$ cat config.mk
export PLATFORM = sky130hd
export DESIGN_NAME = jdp_scan_engine
export DESIGN_NICKNAME = d
export VERILOG_FILES = /design/src/rtl/jdp_pkg.sv /design/src/rtl/jdp_tck_gen.sv /design/src/rtl/jdp_shift_path.sv /design/src/rtl/jdp_scan_seq.sv /design/src/rtl/jdp_scan_engine.sv
export SDC_FILE = /design/constraint.sdc
export NUM_CORES = 1
export LEC_CHECK = 0
export CORE_ASPECT_RATIO = 1.2
export CORE_MARGIN = 3
export CORE_UTILIZATION = 50
export DETAILED_ROUTE_END_ITERATION = 10
export GPL_TIMING_DRIVEN = 0
export PLACE_DENSITY = 0.75
export RECOVER_POWER = 25
export SLEW_MARGIN = 20
export SYNTH_ARGS = -nofsm -noshare
export SYNTH_HDL_FRONTEND = slang
export SYNTH_HIERARCHICAL = 1
export SYNTH_SLANG_ARGS = --single-unit
export TNS_END_PERCENT = 1
$ cat constraint.sdc
create_clock -name clk -period 7 [get_ports clk]
set_clock_uncertainty 0.15 [all_clocks]
set_input_delay 2.1 -clock clk [delete_from_list [all_inputs] [get_ports clk]]
set_output_delay 2.1 -clock clk [all_outputs]
set_load 0.005 [all_outputs]
$ cat src/rtl/jdp_pkg.sv
package jdp_pkg;

    localparam int HDR_W      = 3;
    localparam int PAY_W      = 32;
    localparam int ACC_LEN    = HDR_W + PAY_W;
    localparam int ID_LEN     = 32;
    localparam int IR_W       = 4;
    localparam int RST_TMS_HI = 5;

    localparam logic [2:0] ACK_OKF  = 3'b010;
    localparam logic [2:0] ACK_WAIT = 3'b001;

    typedef enum logic [1:0] {
        OP_DP    = 2'd0,
        OP_AP    = 2'd1,
        OP_ABORT = 2'd2,
        OP_ID    = 2'd3
    } op_e;

    // Each phase is one contiguous run of TCK cycles with a fixed TMS pattern
    typedef enum logic [3:0] {
        PH_IDLE,
        PH_RST,
        PH_IRH,
        PH_IRS,
        PH_IRT,
        PH_DRH,
        PH_DRS,
        PH_DRT,
        PH_RTI
    } phase_e;

    typedef struct packed {
        logic tms;
        logic tdi;
    } pins_t;

    typedef struct packed {
        logic ok;
        logic busy;
        logic bad;
    } ackcls_t;

    typedef struct packed {
        logic [2:0]       ack;
        logic [PAY_W-1:0] data;
        ackcls_t          cls;
    } rsp_t;

    function automatic logic [IR_W-1:0] ir_code(op_e op);
        case (op)
            OP_DP:    return 4'b1010;
            OP_AP:    return 4'b1011;
            OP_ABORT: return 4'b1000;
            default:  return 4'b1110;
        endcase
    endfunction

    function automatic ackcls_t classify(logic [2:0] a);
        ackcls_t c;
        c.ok   = (a == ACK_OKF);
        c.busy = (a == ACK_WAIT);
        c.bad  = !(c.ok || c.busy);
        return c;
    endfunction

    function automatic int unsigned dr_len(op_e op);
        return (op == OP_ID) ? ID_LEN : ACC_LEN;
    endfunction

    // Last count index of a phase (phases count from zero)
    function automatic int unsigned term_of(phase_e ph, int unsigned len,
                                            int unsigned idle);
        case (ph)
            PH_RST:  return RST_TMS_HI;
            PH_IRH:  return 3;
            PH_IRS:  return IR_W - 1;
            PH_IRT:  return 1;
            PH_DRH:  return 2;
            PH_DRS:  return len - 1;
            PH_DRT:  return 1;
            PH_RTI:  return (idle == 0) ? 0 : idle - 1;
            default: return 0;
        endcase
    endfunction

    // Pin levels for one TCK cycle of a phase
    function automatic pins_t drive(phase_e ph, logic first, logic [1:0] low,
                                    logic last, logic [IR_W-1:0] ir, logic sbit);
        pins_t p;
        p.tms = 1'b0;
        p.tdi = 1'b0;
        case (ph)
            PH_RST: p.tms = !last;
            PH_IRH: p.tms = !low[1];
            PH_IRS: begin
                p.tms = last;
                p.tdi = ir[low];
            end
            PH_IRT: p.tms = first;
            PH_DRH: p.tms = first;
            PH_DRS: begin
                p.tms = last;
                p.tdi = sbit;
            end
            PH_DRT: p.tms = first;
            default: p.tms = 1'b0;
        endcase
        return p;
    endfunction

endpackage

$ cat src/rtl/jdp_tck_gen.sv
module jdp_tck_gen #(
    parameter int DIV_W = 8
) (
    input  logic             clk,
    input  logic             rst,
    input  logic             run,
    input  logic [DIV_W-1:0] div,
    output logic             tck,
    output logic             rise,
    output logic             fall
);
    logic [DIV_W-1:0] cnt_q;
    logic             term;

    assign term = (cnt_q == div);
    assign rise = run && term && !tck;
    assign fall = run && term && tck;

    always_ff @(posedge clk) begin
        if (rst || !run) begin
            cnt_q <= '0;
            tck   <= 1'b0;
        end else if (term) begin
            cnt_q <= '0;
            tck   <= !tck;
        end else begin
            cnt_q <= cnt_q + 1'b1;
        end
    end
endmodule

$ cat src/rtl/jdp_shift_path.sv
module jdp_shift_path
    import jdp_pkg::*;
(
    input  logic               clk,
    input  logic               rst,
    input  logic               load,
    input  logic [ACC_LEN-1:0] load_val,
    input  logic               shift_en,
    input  logic               tdo,
    input  logic               finish,
    input  logic               is_id,
    output logic               sbit,
    output logic               rsp_valid,
    output logic [2:0]         rsp_ack,
    output logic [PAY_W-1:0]   rsp_data,
    output logic               rsp_ok,
    output logic               rsp_wait,
    output logic               rsp_invalid
);
    logic [ACC_LEN-1:0] sreg_q;
    rsp_t               rsp_n, rsp_q;
    logic               vld_q;

    assign sbit = sreg_q[0];

    // Captured bits enter at the top; after N shifts they fill the top N bits
    always_ff @(posedge clk) begin
        if (rst)
            sreg_q <= '0;
        else if (load)
            sreg_q <= load_val;
        else if (shift_en)
            sreg_q <= {tdo, sreg_q[ACC_LEN-1:1]};
    end

    always_comb begin
        rsp_n.ack  = is_id ? ACK_OKF : sreg_q[HDR_W-1:0];
        rsp_n.data = sreg_q[ACC_LEN-1:HDR_W];
        rsp_n.cls  = classify(rsp_n.ack);
    end

    always_ff @(posedge clk) begin
        if (rst) begin
            vld_q <= 1'b0;
            rsp_q <= '0;
        end else begin
            vld_q <= finish;
            if (finish)
                rsp_q <= rsp_n;
        end
    end

    assign rsp_valid   = vld_q;
    assign rsp_ack     = rsp_q.ack;
    assign rsp_data    = rsp_q.data;
    assign rsp_ok      = rsp_q.cls.ok;
    assign rsp_wait    = rsp_q.cls.busy;
    assign rsp_invalid = rsp_q.cls.bad;
endmodule

$ cat src/rtl/jdp_scan_seq.sv
module jdp_scan_seq
    import jdp_pkg::*;
#(
    parameter int IDLE_W = 8
) (
    input  logic              clk,
    input  logic              rst,
    input  logic              rise,
    input  logic              fall,
    input  logic              req_valid,
    input  op_e               req_op,
    input  logic [1:0]        req_addr,
    input  logic              req_bank_data,
    input  logic [IDLE_W-1:0] req_idle,
    input  logic              sbit,
    output logic              req_ready,
    output logic              run,
    output logic              start,
    output logic              shift_en,
    output logic              finish,
    output logic              is_id,
    output logic              tms,
    output logic              tdi
);
    localparam int CNT_W = (IDLE_W > 6) ? IDLE_W : 6;

    phase_e            ph_q, ph_n;
    logic [CNT_W-1:0]  cnt_q, cnt_n;
    op_e               op_q;
    logic [IDLE_W-1:0] idle_q;
    logic              extra_q;
    logic              extra_n;
    pins_t             pins_q, pins_n;
    logic              at_end;
    int unsigned       len_w, idle_w;

    assign len_w  = dr_len(op_q);
    assign idle_w = int'(idle_q);

    always_comb begin
        at_end = (cnt_q == CNT_W'(term_of(ph_q, len_w, idle_w)));
        ph_n   = ph_q;
        cnt_n  = cnt_q + 1'b1;
        if (at_end) begin
            cnt_n = '0;
            case (ph_q)
                PH_IRH:  ph_n = PH_IRS;
                PH_IRS:  ph_n = PH_IRT;
                PH_IRT:  ph_n = PH_DRH;
                PH_DRH:  ph_n = PH_DRS;
                PH_DRS:  ph_n = PH_DRT;
                PH_DRT:  ph_n = extra_q ? PH_RTI : PH_IDLE;
                default: ph_n = PH_IDLE;
            endcase
        end
        pins_n = drive(ph_n, cnt_n == '0, cnt_n[1:0],
                       cnt_n == CNT_W'(term_of(ph_n, len_w, idle_w)),
                       ir_code(op_q), sbit);
    end

    assign extra_n   = (req_op == OP_AP) && ((req_addr == 2'b11) || req_bank_data)
                       && (req_idle != '0);
    assign req_ready = (ph_q == PH_IDLE);
    assign run       = (ph_q != PH_IDLE);
    assign start     = req_ready && req_valid;
    assign shift_en  = rise && (ph_q == PH_DRS);
    assign finish    = fall && at_end &&
                       (((ph_q == PH_DRT) && !extra_q) || (ph_q == PH_RTI));
    assign is_id     = (op_q == OP_ID);
    assign tms       = pins_q.tms;
    assign tdi       = pins_q.tdi;

    always_ff @(posedge clk) begin
        if (rst) begin
            ph_q    <= PH_RST;
            cnt_q   <= '0;
            op_q    <= OP_DP;
            idle_q  <= '0;
            extra_q <= 1'b0;
            pins_q  <= pins_t'{tms: 1'b1, tdi: 1'b0};
        end else if (start) begin
            ph_q    <= PH_IRH;
            cnt_q   <= '0;
            op_q    <= req_op;
            idle_q  <= req_idle;
            extra_q <= extra_n;
            pins_q  <= pins_t'{tms: 1'b1, tdi: 1'b0};
        end else if (fall) begin
            ph_q    <= ph_n;
            cnt_q   <= cnt_n;
            pins_q  <= pins_n;
        end
    end
endmodule

$ cat src/rtl/jdp_scan_engine.sv
module jdp_scan_engine
    import jdp_pkg::*;
#(
    parameter int DIV_W  = 8,
    parameter int IDLE_W = 8
) (
    input  logic              clk,
    input  logic              rst,
    input  logic [DIV_W-1:0]  clk_div,
    input  logic              req_valid,
    output logic              req_ready,
    input  logic [1:0]        req_op,
    input  logic [1:0]        req_addr,
    input  logic              req_rnw,
    input  logic [31:0]       req_wdata,
    input  logic              req_bank_data,
    input  logic [IDLE_W-1:0] req_idle,
    output logic              rsp_valid,
    output logic [2:0]        rsp_ack,
    output logic [31:0]       rsp_data,
    output logic              rsp_ok,
    output logic              rsp_wait,
    output logic              rsp_invalid,
    output logic              tck,
    output logic              tms,
    output logic              tdi,
    input  logic              tdo
);
    op_e                op_in;
    logic               run, rise, fall, start, shift_en, finish, is_id, sbit;
    logic [ACC_LEN-1:0] load_val;

    assign op_in    = op_e'(req_op);
    assign load_val = (op_in == OP_ID) ? '0 : {req_wdata, req_addr, req_rnw};

    jdp_tck_gen #(.DIV_W(DIV_W)) u_tck (
        .clk  (clk),
        .rst  (rst),
        .run  (run),
        .div  (clk_div),
        .tck  (tck),
        .rise (rise),
        .fall (fall)
    );

    jdp_scan_seq #(.IDLE_W(IDLE_W)) u_seq (
        .clk           (clk),
        .rst           (rst),
        .rise          (rise),
        .fall          (fall),
        .req_valid     (req_valid),
        .req_op        (op_in),
        .req_addr      (req_addr),
        .req_bank_data (req_bank_data),
        .req_idle      (req_idle),
        .sbit          (sbit),
        .req_ready     (req_ready),
        .run           (run),
        .start         (start),
        .shift_en      (shift_en),
        .finish        (finish),
        .is_id         (is_id),
        .tms           (tms),
        .tdi           (tdi)
    );

    jdp_shift_path u_path (
        .clk         (clk),
        .rst         (rst),
        .load        (start),
        .load_val    (load_val),
        .shift_en    (shift_en),
        .tdo         (tdo),
        .finish      (finish),
        .is_id       (is_id),
        .sbit        (sbit),
        .rsp_valid   (rsp_valid),
        .rsp_ack     (rsp_ack),
        .rsp_data    (rsp_data),
        .rsp_ok      (rsp_ok),
        .rsp_wait    (rsp_wait),
        .rsp_invalid (rsp_invalid)
    );
endmodule

# [Word level (Yosys, flattened, before mapping)]
# Index checks and enable logic that the tools add are counted.
[op_classes] magnitude_cmp=1 n_reduce_logical=36 n_div=0 n_mux=19 n_bitwise=0 add_sub_neg=4 n_shift=0 n_eq_ne=27 mul=0
[ops] op="2-to-1 mux 35 bit" count=3
[ops] op="one-hot mux 8 bit (6 select lines)" count=2
[ops] op="== test 4 x 3 -> 1 bit, second input constant" count=8
[ops] op="zero test 32 bit" count=1
[ops] op="== test 8 bit" count=3
[ops] op="one-hot mux 4 bit (6 select lines)" count=1
[ops] op="adder 8 x 1 -> 8 bit, second input constant" count=2
[ops] op="== test 4 x 2 -> 1 bit, second input constant" count=4
[ops] op="2-to-1 mux 8 bit" count=2
[ops] op="subtractor 8 x 1 -> 8 bit, second input constant" count=2
[ops] op="OR reduction 2 bit" count=7
[ops] op="logical AND 1 bit" count=10
[ops] op="one-hot mux 3 bit (3 select lines)" count=1
[ops] op="== test 2 bit, second input constant" count=4
[ops] op="== test 4 x 1 -> 1 bit, second input constant" count=2
[ops] op="== test 4 bit, second input constant" count=2
[ops] op="zero test 8 bit" count=1
[ops] op="2-to-1 mux 4 bit" count=2
[ops] op="nonzero test 8 bit" count=1
[ops] op="zero test 1 bit" count=6
[ops] op="2-to-1 mux 2 bit" count=3
[ops] op="== test 2 x 1 -> 1 bit, second input constant" count=2
[ops] op="zero test 4 bit" count=1
[ops] op="logical OR 1 bit" count=4
[ops] op="other kinds (12)" count=13
[totals] out_inout_bits=43 wordCells=104 mem_bits_ro=0 latch_bits=0 ramBits=0 regBits=108 memories=0

# [Depth between registers and ports, before layout]
# Gate-level depths: netlist of run 1.
[logic_depth] word_depth=12 ltp_mapped=17 ltp_nobuf=14

# [Modules after synthesis]
# Netlist of run 1, hierarchy kept.
[by_module_without_submodules] module="jdp_shift_path" seq_area_each_um2=1481.4 area_each_um2=3106.7 instances=1 cells_per_inst=290
[by_module_without_submodules] module="jdp_scan_seq" seq_area_each_um2=500.5 area_each_um2=2519.9 instances=1 cells_per_inst=359
[by_module_without_submodules] module="jdp_tck_gen" seq_area_each_um2=180.2 area_each_um2=455.4 instances=1 cells_per_inst=50
[by_module_without_submodules] module="jdp_scan_engine" seq_area_each_um2=0.0 area_each_um2=319.1 instances=1 cells_per_inst=41

# [Worst setup path after synthesis of run 1]
# OpenSTA, ideal clock, no wires.
[synth_path] kind="reg-to-reg" start="reg u_seq.idle_q[0]" end="reg u_seq.pins_q, in the netlist u_seq/tms" period_less_slack_ps=4214 stages_incl_launch_ff=17 slack_ps=2786 arrival_ps=3934 cell_sequence="dfxtp_1 -> clkbuf_1 -> inv_1 -> ha_1 -> nor3b_1 -> a211oi_2 -> or4_4 -> a21oi_1 -> and4_4 -> buf_6 -> mux2i_2 -> nor3_1 -> and4_1 -> or3_1 -> a2111oi_2 -> a311o_1 -> a31oi_1"
[synth_between] elab_chain_len=11 elab_cells_between_ends=25
[synth_lines] item="start: declaration" line_no="jdp_scan_seq.sv:30" rtl="logic [IDLE_W-1:0] idle_q;"
[synth_lines] item="start signal: assignment" line_no="jdp_scan_seq.sv:85" rtl="idle_q <= req_idle;"
[synth_lines] item="subtractor 8 x 1 -> 8 bit or zero test 32 bit (tied branches)" line_no="jdp_pkg.sv:82" rtl="PH_RTI: return (idle == 0) ? 0 : idle - 1;"
[synth_lines] item="2-to-1 mux 8 bit *" line_no="jdp_pkg.sv:82"
[synth_lines] item="one-hot mux 8 bit (6 select lines)" line_no="jdp_pkg.sv:74" rtl="case (ph)"
[synth_lines] item="== test 8 bit" line_no="jdp_scan_seq.sv:41" rtl="at_end = (cnt_q == CNT_W'(term_of(ph_q, len_w, idle_w)));"
[synth_lines] item="2-to-1 mux 4 bit" line_no="jdp_scan_seq.sv:44" rtl="if (at_end) begin"
[synth_lines] item="== test 4 x 3 -> 1 bit or == test 4 x 2 -> 1 bit (tied branches)" line_no="jdp_pkg.sv:74, jdp_pkg.sv:93"
[synth_lines] item="OR reduction 2 bit (no line)"
[synth_lines] item="one-hot mux 8 bit (6 select lines)" line_no="jdp_pkg.sv:74"
[synth_lines] item="== test 8 bit" line_no="jdp_scan_seq.sv:57" rtl="cnt_n == CNT_W'(term_of(ph_n, len_w, idle_w)),"
[synth_lines] item="zero test 1 bit" line_no="jdp_pkg.sv:94" rtl="PH_RST: p.tms = !last;"
[synth_lines] item="one-hot mux 1 bit (4 select lines) *" line_no="jdp_pkg.sv:93" rtl="case (ph)"
[synth_lines] item="end signal: assignment" line_no="jdp_scan_seq.sv:80" rtl="pins_q <= pins_t'{tms: 1'b1, tdi: 1'b0};"
[synth_lines] item="end signal: assignment" line_no="jdp_scan_seq.sv:87" rtl="pins_q <= pins_t'{tms: 1'b1, tdi: 1'b0};"
[synth_lines] item="end signal: assignment" line_no="jdp_scan_seq.sv:91" rtl="pins_q <= pins_n;"
[synth_lines] item="end: declaration" line_no="jdp_scan_seq.sv:33" rtl="pins_t pins_q, pins_n;"
# Mark *: on every way between the ends. The rest lies on a longest branch, timed or not.
# A chain may end at the register's enable or synchronous reset.

# [Worst setup path in the final report of run 1]
# Same ends and word-level chain as after synthesis.

==> impl_metrics.tcl, run 1 <==
set metrics [dict create \
    cts_made_buffers 9 \
    viasPerCell 5.82 \
    numClockSinks 108 \
    regToRegSetupSlack_ns 1.83 \
    synth_edf_count 0 \
    status "finished, final reports clean" \
    yosysSeqAreaShare_pct 33.8 \
    cts.htree.levels 3 \
    drive_above_1_share_pct 8.06 \
    worstPathRequired_ns 7.07 \
    min_period_ns 5.17 \
    slew_viol_final 0 \
    nets 913 \
    cp.arrival_ns 5.23 \
    antenna_found_initial 0 \
    grt_pass1_vias 5846 \
    ios 101 \
    crit_type "reg2reg" \
    hold_path_class "reg2reg" \
    cp-start-kind "flip-flop" \
    diodes 0 \
    syn_inst 740 \
    peakVddDrop_v 0.000131 \
    dieArea_mm2 0.0142 \
    holdBufCountCts 0 \
    synth.cell_area_mm2 0.00640 \
    leakage_nw 2.69 \
    yosys.cell_types.count 85 \
    hpwl_um 14700 \
    r2r_cells 15 \
    wl_per_cell_um 18.4 \
    first_iter_violations 389 \
    r2r-start "u_seq/idle_q[0]" \
    num_rows 44 \
    dpl_cell_area_mm2 0.00760 \
    finalCritPeriodShare_pct 73.8 \
    holdPathEnd "u_path/rsp_ack[0]" \
    wl_um 18700 \
    worstHoldStart "u_path/rsp_ack[0]" \
    synth_area_per_cell_um2 8.65 \
    cts_root_buf "clkbuf_16" \
    clk_path_buf_depth 2 \
    synth_top_area_share_pct 33.8 \
    total_power_w 0.00121 \
    pre_cts_ws_ns 1.95 \
    start_util_pct 51.9 \
    die_y_um 130 \
    drtPass1Iterations 5 \
    end_kind "flip-flop" \
    core_area_mm2 0.0123 \
    hold_viol 0 \
    whs_ns 0.336 \
    synth_ff_type "dfxtp_1" \
    die_w_um 109 \
    ant_nets 0 \
    syn2layout_area_growth_pct 23.4 \
    fin_ws_ns 1.83 \
    synth_async_sr_flop_share_pct 0 \
    synthTopCellsByArea "dfxtp_1, mux2i_1, a211oi_1" \
    drc_errors 0 \
    cts-resized-gates 0 \
    syn_nets 802 \
    grt_start_max_net_pins 19 \
    synth_warnings 6 \
    io_buffers 100 \
    yosysTopAreaCell "dfxtp_1" \
    gp_congestion 1.04 \
    path_clk_slew_ns 0.07 \
    setup-violations-final 0 \
    clock.fmax_mhz 194 \
    setup_tns_ns 0 \
    post_cts_buffers 0 \
    max-slew-margin-rel_pct 46.0 \
    min_path_cells 2 \
    grt_pass1_wl_um 29900 \
    synth_seq_cells 108 \
    cts_tree "yes" \
    rsz0062_at_grt "no" \
    grt.total_usage_pct 27.0 \
    reg2reg_to "u_seq/tms" \
    critical_path.max_fanout 9 \
    maxCapViolCount 0 \
    route.vias.total 5924 \
    worstMarginPinSlew_ns 0.802 \
    grt_overflow_total 0 \
    worst_skew_pair.late_latency_ns 0.35 \
    p_per_area_mw_per_mm2 153 \
    fin_area_mm2 0.00790 \
]
## final cells by class
class / instances / area (um2)
clock inverters: 6 / 70.1
well taps: 161 / 201
plain buffers: 55 / 359
multi-input cells: 558 / 3800
inverters: 19 / 71.3
clock buffers: 10 / 229
repair buffers: 100 / 1000
flip-flops and latches: 108 / 2160
fillers: 1148 / 4430
## sequential cells by signal, indices dropped and copies added, names as in the netlist, 2 cells and up
signal	cells
u_path/sreg_q	35
u_path/rsp_data	32
u_seq/cnt_q	8
u_seq/idle_q	8
u_tck/cnt_q	8
u_seq/ph_q	4
u_path/rsp_ack	3
u_seq/op_q	2
## worst max path at each step
stage | slack (ns) | startpoint | to
floorplan | 2.79 | u_seq/idle_q[0] | u_seq/tms
global placement | 1.99 | u_seq/idle_q[0] | u_seq/tms
detailed placement | 1.95 | u_seq/idle_q[0] | u_seq/tms
CTS | 1.91 | u_seq/idle_q[0] | u_seq/tms
global route | 1.49 | u_seq/idle_q[0] | u_seq/tms
finish | 1.83 | u_seq/idle_q[0] | u_seq/tms
## layout by cell type, fill, tap and decap left out, types with 3 or more instances in the layout
master,n
a21boi_0,5
buf_8,3
nand3_1,16
xnor2_1,22
a21oi_1,30
dfxtp_1,108
and3_1,6
a21boi_2,3
nand4_1,9
nand2b_1,5
o31ai_1,3
a211oi_1,42
buf_2,9
o211ai_1,6
a31oi_1,6
ha_1,4
a211o_1,4
nor2_1,78
nor3_1,15
o21ai_0,17
nand2_1,56
or3_1,3
buf_4,8
clkdlybuf4s50_1,80
nand3b_1,3
xor2_1,11
mux2i_1,72
nor4bb_1,3
buf_6,6
and2_1,4
a21boi_1,28
clkbuf_16,9
clkbuf_1,26
and4_1,4
nor2b_1,40
inv_1,18
nor3b_1,6
dlygate4sd3_1,20
## through the flow
| stage | instances | util [%] |
|---|---|---|
| after global placement | 1001 | 61.7 |
| after floorplan | 740 | - |
| after global routing | 1017 | 64.1 |
| final | 1017 | 64.1 |
| after detailed placement | 1001 | 61.7 |
| after CTS | 1017 | 64.1 |
## report_power, final
part	internal (W)	switching [W]	leakage (nW)
Combinational	0.0000434	0.0000311	1.67
Clock	0.000281	0.000237	0.147
Sequential	0.000615	0.00000247	0.870
## per-layer routing
metal,up-vias,global-route usage (%),wire [um]
li1,2887,-,-
met1,2834,28.6,7170
met2,153,49.2,9660
met3,50,4.55,781
met4,0,16.8,1070
met5,-,0,0
## critical path, cell delays in order, from the launching register on
cell and delay, ns:
dfxtp_1 0.31, clkbuf_1 0.21, inv_1 0.14, ha_1 0.23
nor3b_1 0.44, a211oi_2 0.21, or4_4 0.56, and2_1 0.17
o41ai_1 0.44, nand3_1 0.38, a211o_1 0.45, a211oi_1 0.45
o21ai_0 0.21, a2111oi_2 0.37, a311o_1 0.23, a31oi_1 0.09
## cells in the mapped netlist, types with 3 or more instances
cell,number
clkbuf_1,25
a211oi_1,42
a21boi_0,5
nor3b_1,6
a21boi_1,28
and2_1,4
a21boi_2,3
nand2_1,56
nand2b_1,5
a21oi_1,30
mux2i_1,72
dfxtp_1,108
buf_2,9
nand4_1,9
and4_1,4
xnor2_1,22
o31ai_1,3
buf_6,6
o21ai_0,16
ha_1,4
nand3_1,16
nand3b_1,3
buf_8,3
nor2b_1,40
nor4bb_1,3
o211ai_1,6
and3_1,6
nor3_1,15
a211o_1,4
inv_1,18
nor2_1,78
xor2_1,11
or3_1,3
a31oi_1,6
buf_4,8
## cell families (layout without fill, tap and decap cells)
kind of cell	count (synthesis)	count (layout)	synth area share [%]
AOI/OAI and AO/OA	178	178	20.5
xor gates and xnor gates	33	33	4.52
adders and majority gates	4	4	0.782
buffers and inverters	74	190	6.72
DFF	108	108	33.8
muxes	75	75	11.9
and+or+nand+nor	268	268	21.8
Note: power is estimated with default switching activity, not from simulation.
==> inputs of run 2 (changes only) <==
==> constraint.sdc (replaced) <==
create_clock -name clk -period 5.4 [get_ports clk]
set_clock_uncertainty 0.15 [all_clocks]
set_input_delay 1.62 -clock clk [delete_from_list [all_inputs] [get_ports clk]]
set_output_delay 1.62 -clock clk [all_outputs]
set_load 0.005 [all_outputs]
==> impl_metrics.tcl, run 2 (synthesized netlist as in run 1, its figures left out) <==
set metrics [dict create \
    cts_root_buf "clkbuf_16" \
    dp.cells 1001 \
    hold_viol 0 \
    start_util_pct 51.9 \
    leakage_nw 2.69 \
    dieArea_mm2 0.0142 \
    wl_um 18700 \
    reg2reg_to "u_seq/tms" \
    viasPerCell 5.86 \
    maxCapViolCount 0 \
    worst_skew_pair.late_latency_ns 0.35 \
    crit_type "reg2reg" \
    max-slew-margin-rel_pct 46.0 \
    finalCritPeriodShare_pct 94.3 \
    cts_made_buffers 9 \
    gp_congestion 1.04 \
    grt_overflow_total 0 \
    worstPathRequired_ns 5.47 \
    grt_start_max_net_pins 19 \
    fin_ws_ns 0.305 \
    peakVddDrop_v 0.000170 \
    critical_path.max_fanout 9 \
    antenna_found_initial 0 \
    cts.htree.levels 3 \
    die_w_um 109 \
    num_rows 44 \
    syn2layout_area_growth_pct 23.5 \
    largest_reg_flops 35 \
    cp_slowest_cell "a211oi_1" \
    pre_cts_ws_ns 0.349 \
    min_period_ns 5.09 \
    holdPathEnd "u_path/rsp_ack[0]" \
    max_stage_delay_ns 0.46 \
    io_buffers 100 \
    worstMarginPinSlew_ns 0.802 \
    drive_above_1_share_pct 8.18 \
    path_clk_slew_ns 0.07 \
    layout_commonest_cell "dfxtp_1" \
    clock.fmax_mhz 196 \
    die_y_um 130 \
    first_iter_violations 393 \
    grt_pass1_wl_um 29900 \
    diodes 0 \
    num-fill-cells 1147 \
    r2r_cells 16 \
    ios 101 \
    core_area_mm2 0.0123 \
    setup-violations-final 0 \
    hpwl_um 14700 \
    ant_nets 0 \
    whs_ns 0.336 \
    r2r-start "u_seq/idle_q[0]" \
    status "finished, final reports clean" \
    route.vias.total 5962 \
    regToRegSetupSlack_ns 0.31 \
    min_path_cells 2 \
    setup_tns_ns 0 \
    crit_chain "clkbuf_1, inv_1, ha_1, xor2_1, o211ai_1, and4_1, a211oi_2, and4_4, buf_6, mux2_4, a211o_1, a211oi_1, o21ai_0, a2111oi_2, a311o_1, a31oi_1" \
    cp-start-kind "flip-flop" \
    drtPass1Iterations 5 \
    rsz0062_at_grt "no" \
    fin_cells 1017 \
    end_kind "flip-flop" \
    layout_common_cells "dfxtp_1, clkdlybuf4s50_1, nor2_1" \
    cp.arrival_ns 5.16 \
    cts_tree "yes" \
    slew_viol_final 0 \
    wl_per_cell_um 18.4 \
    hold_path_class "reg2reg" \
    worstHoldStart "u_path/rsp_ack[0]" \
    drc_errors 0 \
    grt.total_usage_pct 27.0 \
    grt_pass1_vias 5846 \
    top_register "u_path/sreg_q" \
    p_per_area_mw_per_mm2 198 \
    holdBufCountCts 0 \
    numClockSinks 108 \
    nets 913 \
    clk_path_buf_depth 2 \
]
## run 2: cell counts in the layout (fill, tap and decap cells not counted)
Identical to the previous run, type by type.
## run 2: power by group
part | total, W | switching (W) | internal [W]
registers | 0.000801 | 0.00000319 | 0.000798
clock network | 0.000670 | 0.000306 | 0.000364
logic | 0.0000966 | 0.0000403 | 0.0000563
## run 2: worst max-delay path by stage
stage / from / endpoint / slack (ns) / depth (start not counted)
2_1_floorplan: u_seq/idle_q[0] / u_seq/tms / 1.19 / 16
3_3_place_gp: u_seq/idle_q[0] / u_seq/tms / 0.39 / 15
3_5_place_dp: u_seq/idle_q[0] / u_seq/tms / 0.35 / 15
4_1_cts: u_seq/idle_q[0] / u_seq/tms / 0.31 / 15
5_1_grt: u_seq/idle_q[0] / u_seq/tms / 0.07 / 15
6_report: u_seq/idle_q[0] / u_seq/tms / 0.31 / 16
## run 2: critical path, delay by kind of cell, from the launching register on
family | cells | cell delay, ns
compound gates | 8 | 2.31
xor+xnor | 1 | 0.44
fa+ha+maj | 1 | 0.27
buf+inv | 3 | 0.61
flops | 1 | 0.32
mux | 1 | 0.32
simple gates | 2 | 0.54
## run 2: area by class of cell
type	count	area (um2)	area share, %
timing repair buffer	100	1000	12.7
inverter	19	71.3	0.902
clock buffer	10	229	2.90
clock inverter	6	70.1	0.886
sequential	108	2160	27.4
buffer	55	359	4.54
multi-input combinational	558	3810	48.2
tap	161	201	2.55
## run 2: metrics by stage
| stage | utilization (%) | instance area, um2 | power, W |
|---|---|---|---|
| floorplan | - | 6400 | 0.000860 |
| global placement | 61.7 | 7600 | 0.000917 |
| detailed placement | 61.7 | 7600 | 0.000918 |
| CTS | 64.1 | 7900 | 0.00159 |
| global route | 64.1 | 7900 | 0.00163 |
| finish | 64.1 | 7900 | 0.00157 |
## run 2: metal layers
layer / GRT usage [%] / up-vias / wire (um)
met5: 0 / - / 0
met4: 16.8 / 0 / 1080
met3: 4.55 / 57 / 845
met2: 49.2 / 181 / 9680
met1: 28.6 / 2835 / 7110
li1: - / 2889 / -
## run 2: repair_timing
item	CTS	global route
resized for setup	0	1
buffers inserted	0	0
endpoints found under the setup margin	0	1
==> inputs of run 3 (changes only) <==
--- a/config.mk
+++ b/config.mk
@@ -5,6 +5,7 @@
 export SDC_FILE = /design/constraint.sdc
 export NUM_CORES = 1
 export LEC_CHECK = 0
+export ABC_CLOCK_PERIOD_IN_PS = 5400
 export CORE_ASPECT_RATIO = 1.2
 export CORE_MARGIN = 3
 export CORE_UTILIZATION = 50
@@ -12,6 +13,7 @@
 export GPL_TIMING_DRIVEN = 0
 export PLACE_DENSITY = 0.75
 export RECOVER_POWER = 25
+export REMOVE_ABC_BUFFERS = 1
 export SLEW_MARGIN = 20
 export SYNTH_ARGS = -nofsm -noshare
 export SYNTH_HDL_FRONTEND = slang
==> impl_metrics.tcl, run 3 (synthesized netlist as in run 1, its figures left out) <==
set metrics [dict create \
    hold_viol 0 \
    worstMarginPinSlew_ns 0.872 \
    drc_errors 0 \
    rsz0062_at_grt "no" \
    gp_congestion 0.984 \
    drtPass1Iterations 5 \
    regToRegSetupSlack_ns 0.23 \
    maxCapViolCount 0 \
    route.vias.total 5630 \
    path_clk_slew_ns 0.07 \
    cts.htree.levels 3 \
    clock.fmax_mhz 194 \
    dp.cells 950 \
    cp-start-kind "flip-flop" \
    leakage_nw 2.58 \
    num_rows 44 \
    grt.total_usage_pct 24.4 \
    clk_path_buf_depth 2 \
    worstHoldStart "u_path/rsp_ack[0]" \
    cts_made_buffers 9 \
    wl_um 16800 \
    grt_start_max_net_pins 66 \
    die_w_um 109 \
    whs_ns 0.324 \
    numClockSinks 108 \
    peakVddDrop_v 0.000155 \
    hold_path_class "reg2reg" \
    layout_commonest_cell "dfxtp_1" \
    viasPerCell 5.83 \
    syn2layout_area_growth_pct 19.3 \
    grt_pass1_wl_um 27800 \
    min_period_ns 5.17 \
    p_per_area_mw_per_mm2 200 \
    ios 101 \
    holdPathEnd "u_path/rsp_ack[0]" \
    pre_cts_ws_ns 0.194 \
    grt_pass1_vias 5630 \
    core_area_mm2 0.0123 \
    top_register "u_path/sreg_q" \
    dieArea_mm2 0.0142 \
    antenna_found_initial 0 \
    worst_skew_pair.late_latency_ns 0.35 \
    finalCritPeriodShare_pct 95.7 \
    start_util_pct 51.9 \
    r2r-start "u_seq/ph_q[1]" \
    critical_path.max_fanout 21 \
    nets 862 \
    slew_viol_final 0 \
    r2r_cells 11 \
    min_path_cells 2 \
    max-slew-margin-rel_pct 41.1 \
    io_buffers 100 \
    drive_above_1_share_pct 6.34 \
    ant_nets 0 \
    fin_cells 966 \
    crit_type "reg2reg" \
    diodes 0 \
    setup-violations-final 0 \
    fin_ws_ns 0.234 \
    post_cts_buffers 0 \
    dpl_cell_area_mm2 0.00735 \
    worstPathRequired_ns 5.55 \
    layout_common_cells "dfxtp_1, nor2_1, mux2i_1" \
    cts_root_buf "clkbuf_16" \
    cp.arrival_ns 5.32 \
    status "finished, final reports clean" \
    die_y_um 130 \
    end_kind "flip-flop" \
    fin_area_mm2 0.00763 \
    cts_tree "yes" \
    hpwl_um 12000 \
    largest_reg_flops 35 \
    reg2reg_to "u_path/rsp_invalid" \
    grt_overflow_total 0 \
    first_iter_violations 363 \
    wl_per_cell_um 17.4 \
]
## run 3: how the worst max path moves through the flow
stage	startpoint	end	slack (ns)
detailed placement	u_seq/ph_q[1]	u_path/rsp_invalid	0.19
global route	u_seq/ph_q[1]	u_path/rsp_invalid	0.008
finish	u_seq/ph_q[1]	u_path/rsp_invalid	0.23
CTS	u_seq/ph_q[1]	u_path/rsp_invalid	0.08
floorplan	u_seq/idle_q[0]	u_path/rsp_invalid	-0.90
global placement	u_seq/ph_q[1]	u_path/rsp_invalid	-2.90
## run 3: layer usage
layer	GRT usage, %	vias up	share of wire [%]
li1	-	2774	-
met1	31.0	2648	43
met2	39.4	178	48
met3	6.73	30	7.2
met4	9.61	0	2.6
met5	0	-	0
## run 3: repair_timing
item,in CTS,in global routing
endpoints found under the setup margin,0,32
gates resized for setup,0,1
hold buffers,0,0
## run 3: report_power, final
part / internal [W] / switching [W]
clock network: 0.000331 / 0.000307
registers: 0.000798 / 0.00000380
logic: 0.0000524 / 0.0000386
## run 3: critical path, stage by stage, from the launching register on
cell	delay, ns
dfxtp_1	0.70
nor4bb_1	0.84
nand2_1	0.31
o32a_1	0.25
a211oi_2	0.33
nand4_1	0.33
nor2_2	0.65
nand2_1	0.28
a21oi_4	0.56
buf_16	0.24
nor4bb_1	0.31
a211o_1	0.15
## run 3: cell type report
cell class / count / area [um2]
clock buffers: 12 / 246
clock inverters: 4 / 33.8
fillers: 1081 / 4700
inverters: 19 / 71.3
multi-input cells: 558 / 3820
flip-flops and latches: 108 / 2160
well taps: 161 / 201
repair buffers: 104 / 1100
## run 3: metrics by stage
step | utilization (%) | power (W) | setup TNS [ns]
6_report | 61.9 | 0.00153 | 0
3_3_place_gp | 58.7 | 0.000910 | -114.18
3_5_place_dp | 59.6 | 0.000912 | 0
5_1_grt | 61.9 | 0.00159 | 0
4_1_cts | 61.9 | 0.00155 | 0
2_1_floorplan | - | 0.000844 | -30.09
